[config.mk]
export PLATFORM = sky130hd
export DESIGN_NAME = phy_fnctl_regs
export DESIGN_NICKNAME = d
export VERILOG_FILES = /design/src/rtl/phy_fnctl_pkg.sv /design/src/rtl/fnctl_addr_dec.sv /design/src/rtl/fnctl_reset_seq.sv /design/src/rtl/fnctl_reg.sv /design/src/rtl/phy_fnctl_regs.sv
export SDC_FILE = /design/constraint.sdc
export NUM_CORES = 1
export LEC_CHECK = 0
export BUFFER_PORTS_ARGS = -buffer_cell sky130_fd_sc_hd__buf_2
export CORE_MARGIN = 2
export CORE_UTILIZATION = 45
export DETAILED_ROUTE_END_ITERATION = 6
export PLACE_DENSITY = 0.87
export SLEW_MARGIN = 20
export SYNTH_ARGS = -nofsm -noshare
export SYNTH_HDL_FRONTEND = slang
export SYNTH_SLANG_ARGS = --single-unit
[constraint.sdc]
create_clock -name clk -period 2.8 [get_ports clk]
set_input_delay 0.56 -clock clk [delete_from_list [all_inputs] [get_ports clk]]
set_output_delay 0.56 -clock clk [all_outputs]
set_load 0.01 [all_outputs]
[src/rtl/phy_fnctl_pkg.sv]
package phy_fnctl_pkg;
  localparam int A_ID_LO  = 2;
  localparam int A_ID_HI  = 3;
  localparam int A_FC_WR  = 4;
  localparam int A_FC_SET = 5;
  localparam int A_FC_CLR = 6;

  localparam int BIT_RSVD = 7;
  localparam int BIT_SUSP = 6;
  localparam int BIT_RST  = 5;

  localparam logic [7:0] FC_RESET_VAL = 8'h41;

  typedef enum logic [1:0] {OP_NONE, OP_WRITE, OP_SET, OP_CLR} fc_op_e;
  typedef enum logic [1:0] {RS_ZERO, RS_IDLO, RS_IDHI, RS_FC} rd_sel_e;
  typedef enum logic [2:0] {SQ_IDLE, SQ_PULSE, SQ_WAIT, SQ_CLEAR, SQ_RXCMD} seq_st_e;
endpackage

[src/rtl/fnctl_addr_dec.sv]
module fnctl_addr_dec
  import phy_fnctl_pkg::*;
#(
  parameter int ADDR_W = 6
) (
  input  logic [ADDR_W-1:0] addr,
  output fc_op_e            op,
  output rd_sel_e           rsel
);
  always_comb begin
    op   = OP_NONE;
    rsel = RS_ZERO;
    if (addr == ADDR_W'(A_FC_WR)) begin
      op   = OP_WRITE;
      rsel = RS_FC;
    end else if (addr == ADDR_W'(A_FC_SET)) begin
      op   = OP_SET;
      rsel = RS_FC;
    end else if (addr == ADDR_W'(A_FC_CLR)) begin
      op   = OP_CLR;
      rsel = RS_FC;
    end else if (addr == ADDR_W'(A_ID_LO)) begin
      rsel = RS_IDLO;
    end else if (addr == ADDR_W'(A_ID_HI)) begin
      rsel = RS_IDHI;
    end
  end
endmodule

[src/rtl/fnctl_reset_seq.sv]
module fnctl_reset_seq
  import phy_fnctl_pkg::*;
#(
  parameter int RST_CYCLES = 8
) (
  input  logic clk,
  input  logic rst,
  input  logic reset_bit,
  input  logic core_done,
  output logic dir,
  output logic core_rst,
  output logic clr_reset,
  output logic rxcmd_req
);
  localparam int CNT_W = (RST_CYCLES > 1) ? $clog2(RST_CYCLES) : 1;
  localparam logic [CNT_W-1:0] CNT_LAST = CNT_W'(RST_CYCLES - 1);

  seq_st_e          state;
  logic [CNT_W-1:0] cnt;

  always_ff @(posedge clk) begin
    if (rst) begin
      state <= SQ_IDLE;
      cnt   <= '0;
    end else begin
      case (state)
        SQ_IDLE: if (reset_bit) begin
          state <= SQ_PULSE;
          cnt   <= '0;
        end
        SQ_PULSE: begin
          cnt <= cnt + 1'b1;
          if (cnt == CNT_LAST) state <= SQ_WAIT;
        end
        SQ_WAIT:  if (core_done) state <= SQ_CLEAR;
        SQ_CLEAR: state <= SQ_RXCMD;
        default:  state <= SQ_IDLE;
      endcase
    end
  end

  assign core_rst  = (state == SQ_PULSE);
  assign dir       = (state == SQ_PULSE) || (state == SQ_WAIT);
  assign clr_reset = (state == SQ_CLEAR);
  assign rxcmd_req = (state == SQ_RXCMD);
endmodule

[src/rtl/fnctl_reg.sv]
module fnctl_reg
  import phy_fnctl_pkg::*;
#(
  parameter int W = 8
) (
  input  logic         clk,
  input  logic         rst,
  input  fc_op_e       op,
  input  logic [W-1:0] wdata,
  input  logic         wake,
  input  logic         clr_reset,
  output logic [W-1:0] q
);
  logic [W-1:0] nxt;

  for (genvar b = 0; b < W; b++) begin : g_bit
    always_comb begin
      case (op)
        OP_WRITE: nxt[b] = wdata[b];
        OP_SET:   nxt[b] = q[b] | wdata[b];
        OP_CLR:   nxt[b] = q[b] & ~wdata[b];
        default:  nxt[b] = q[b];
      endcase
      if (b == BIT_RSVD)                nxt[b] = 1'b0;
      if (b == BIT_SUSP && wake)        nxt[b] = 1'b1;
      if (b == BIT_RST  && clr_reset)   nxt[b] = 1'b0;
    end
  end

  always_ff @(posedge clk) begin
    if (rst) q <= W'(FC_RESET_VAL);
    else     q <= nxt;
  end
endmodule

[src/rtl/phy_fnctl_regs.sv]
module phy_fnctl_regs
  import phy_fnctl_pkg::*;
#(
  parameter int         ADDR_W     = 6,
  parameter int         RST_CYCLES = 8,
  parameter logic [7:0] ID_LO_VAL  = 8'h08,
  parameter logic [7:0] ID_HI_VAL  = 8'h15
) (
  input  logic              clk,
  input  logic              rst,
  input  logic              wr_en,
  input  logic              rd_en,
  input  logic [ADDR_W-1:0] addr,
  input  logic [7:0]        wdata,
  output logic [7:0]        rdata,
  output logic              rd_valid,
  input  logic              stp,
  input  logic              core_done,
  output logic              dir,
  output logic              core_rst,
  output logic              rxcmd_req,
  output logic              suspendm,
  output logic              reset_bit,
  output logic [1:0]        opmode,
  output logic              termsel,
  output logic [1:0]        xcvrsel
);
  fc_op_e     dec_op, wr_op;
  rd_sel_e    rsel;
  logic [7:0] fc_q;
  logic       clr_reset;

  fnctl_addr_dec #(.ADDR_W(ADDR_W)) u_dec (
    .addr (addr),
    .op   (dec_op),
    .rsel (rsel)
  );

  assign wr_op = (wr_en && !dir) ? dec_op : OP_NONE;

  fnctl_reg #(.W(8)) u_reg (
    .clk       (clk),
    .rst       (rst),
    .op        (wr_op),
    .wdata     (wdata),
    .wake      (stp),
    .clr_reset (clr_reset),
    .q         (fc_q)
  );

  fnctl_reset_seq #(.RST_CYCLES(RST_CYCLES)) u_seq (
    .clk       (clk),
    .rst       (rst),
    .reset_bit (fc_q[BIT_RST]),
    .core_done (core_done),
    .dir       (dir),
    .core_rst  (core_rst),
    .clr_reset (clr_reset),
    .rxcmd_req (rxcmd_req)
  );

  always_ff @(posedge clk) begin
    if (rst) begin
      rdata    <= '0;
      rd_valid <= 1'b0;
    end else begin
      rd_valid <= rd_en;
      if (rd_en) begin
        case (rsel)
          RS_IDLO: rdata <= ID_LO_VAL;
          RS_IDHI: rdata <= ID_HI_VAL;
          RS_FC:   rdata <= fc_q;
          default: rdata <= 8'h00;
        endcase
      end
    end
  end

  assign suspendm  = fc_q[6];
  assign reset_bit = fc_q[5];
  assign opmode    = fc_q[4:3];
  assign termsel   = fc_q[2];
  assign xcvrsel   = fc_q[1:0];
endmodule

==> results.md <==
* DIE WIDTH at 50.5 µm
* Drt drc at 0
* Total power draw at 499 µW
* Hold path endpoint: rdata[5]$_SDFFE_PP0P_
* Area contributors post-synth: dfxtp_1, a21oi_1, nor2_1
* Fin util at 0.592
* Hold WC Path Type: reg -> reg
* Average instance area after synthesis at 9.17 µm²
* Clock transition at the registers of the reported paths at 0.11 ns
* RR Endpoint: u_reg.q[0]$_SDFFE_PP1P_
* Slew Limit Fails at 0
* Pre-antenna DRT Iters at 4
* Worst hold stages at 2
* Post-synth ARST share at 0
* Vias at 910
* DR WL/cell at 13.3 µm
* Synth area leader: dfxtp_1
* Placed wire-length estimate at 1.71 mm
* Cts bufs inserted at 3
* Register-to-register setup slack at 1.13 ns
* CTS Sinks at 21
* Post-synth EDFFs at 0
* Main synth FF type: dfxtp_1
* DRT Wirelength at 2.22 mm
* Largest net degree at the start of global routing at 18
* Vias per inst at 5.45
* Critical path capture point type: flip-flop
* Worst Path Arrival at 2.11 ns
* Worst min-delay path startpoint: rdata[5]$_SDFFE_PP0P_
* Area growth, synth to finish at 21.9%
* Nets@finish at 163
* Status: finished, final reports clean
* Crit path from: addr[5]
* Max_cap viols at 0
* Setup CP Type: in -> reg
* Clk root buf: clkbuf_4
* F_max at 523 MHz
* Worst EP required at 3.00 ns
* WHS at 0.477 ns
* Clk_skew at 0.00369 ns
* Share of cells above drive strength 1 at 0.357
* Setup Fix Bufs, Post-CTS at 0
* Syn Nets at 128
* Ports at 39
* Number of antenna violations at the first check in global routing at 0
* Core ar. at 2000 µm²
* Leak at 0.000531 µW
* Antenna violation net count after detailed routing at 0
* CTS hold repair buffers at 0
* Tmin final at 1.91 ns
* IO Port Bufs at 36
* RSZ-0062 raised after global routing: no
* Vias in the first global route at 869
* Power Dens Cells at 421 nW/µm²
* FP Rows at 16
* Final Hold Fails at 0
* Diode count at 0
* Count of cell types in the netlist at 38
* First-pass GRT wire length at 3.67 mm
* YS warnings at 0
* Endpoints failing setup at 0
* Mapped Area at 972 µm²
* Clock Path Buffers at 2
* Flops & latches, synth at 21
* DIE HEIGHT at 50.5 µm
* Total grt overflow at 0
* Total track usage at 0.186
* Worst r2r src: u_seq.state[1]$_SDFFE_PP0P_
* Worst setup SP type: input port
* Tcrit/Tclk final at 0.683
* Worst-Skew Late Latency at 0.29 ns
* Post-synthesis cell count at 106
* Sum Neg Setup Slack at 0 ns
* Top-area cell type share of the netlist area at 0.432
* Die area at 2550 µm²
* Resized cells post-CTS at 0
* Initial Util at 0.486
* Htree depth at 1
* Maximum VDD drop at 0.351 mV
* Final-layout fill cell count at 197
* GPL Wtd Cong at 0.786
* Drt initial violations at 17
* Post-synthesis sequential area ratio at 0.432
* CTS tree: yes
* Crit path max fanout at 7
* Reg2reg path depth at 4
[report_power, final]
| group | internal (µW) | switching [µW] | total [µW] |
|---|---|---|---|
| Combinational | 22.3 | 29.9 | 52.2 |
| Clock | 53.1 | 87.2 | 140 |
| Sequential | 304 | 2.74 | 306 |
[sequential cells by signal, summed over array words and instances, names as in the netlist]
register and count:
u_seq.state 3, rdata 7, u_seq.cnt 3, rd_valid 1
u_reg.q 7
[metal layers]
layer,part of all wire,global-route usage,vias to the layer above
li1,-,-,450
met1,0.42,0.215,430
met2,0.51,0.344,28
met3,0.063,0.0446,2
met4,0.0045,0.0405,0
met5,0,0,-
[placed cells by master, fill, tap and decap left out, types with 2 or more instances in the layout]
master | Yosys | routed
buf_2 | 2 | 36
dfxtp_1 | 21 | 21
nor2_1 | 10 | 10
a21oi_1 | 9 | 9
o21ai_0 | 7 | 7
nand2b_1 | 5 | 5
nor3_1 | 5 | 5
inv_1 | 3 | 3
nand3_1 | 3 | 3
nand2_1 | 3 | 3
a32o_2 | 3 | 3
clkbuf_4 | 0 | 3
nor2b_1 | 2 | 2
a211oi_1 | 2 | 2
a22oi_1 | 2 | 2
and3_1 | 2 | 2
mux2i_1 | 2 | 2
ha_1 | 2 | 2
[cell usage after synthesis, types with 2 or more instances]
cell / n
nand3_1: 3
and3_1: 2
dfxtp_1: 21
o21ai_0: 7
a22oi_1: 2
nand2b_1: 5
buf_2: 2
a21oi_1: 9
a32o_2: 3
a211oi_1: 2
nor2_1: 10
nor3_1: 5
mux2i_1: 2
inv_1: 3
ha_1: 2
nor2b_1: 2
nand2_1: 3
clkbuf_1: 3
[area by class of cell]
class	instances	area [µm²]	area share
multi-input cells	76	512	0.432
flip-flops and latches	21	420	0.355
repair buffers	36	180	0.152
well taps	27	33.8	0.0285
clock buffers	3	22.5	0.0190
inverters	3	11.3	0.00950
clock inverters	1	5.00	0.00422
[worst max-delay path by stage]
stage | endpoint | slack [ns] | cells after the start
detailed placement | u_reg.q[0]$_SDFFE_PP1P_ | 0.58 | 5
floorplan | u_reg.q[1]$_SDFFE_PP0P_ | 0.84 | 4
CTS | u_reg.q[0]$_SDFFE_PP1P_ | 0.90 | 5
global placement | u_reg.q[1]$_SDFFE_PP0P_ | 0.60 | 5
finish | u_reg.q[0]$_SDFFE_PP1P_ | 0.89 | 5
global route | core_rst | 0.80 | 3
[metrics by stage]
step                cell area (µm²)  setup WS [ns]  cells
floorplan                       972          0.845    106
global placement               1160          0.599    163
detailed placement             1160          0.577    163
CTS                            1180          0.905    167
global route                   1180          0.798    167
finish                         1180          0.888    167
[worst max-delay path, stage by stage]
cell	delay, ns
buf_2	0.10
or4b_4	0.58
a211oi_2	0.42
o21ai_1	0.15
a221o_1	0.30
[cell families after synthesis]
group                      synth area share
AOI/OAI and AO/OA                     0.266
xor gates and xnor gates            0.00901
adders and majority gates            0.0257
buffers and inverters                0.0412
DFF                                   0.432
muxes                                0.0206
other                               0.00386
and+or+nand+nor                       0.201
(Power assumes the default switching activity.)
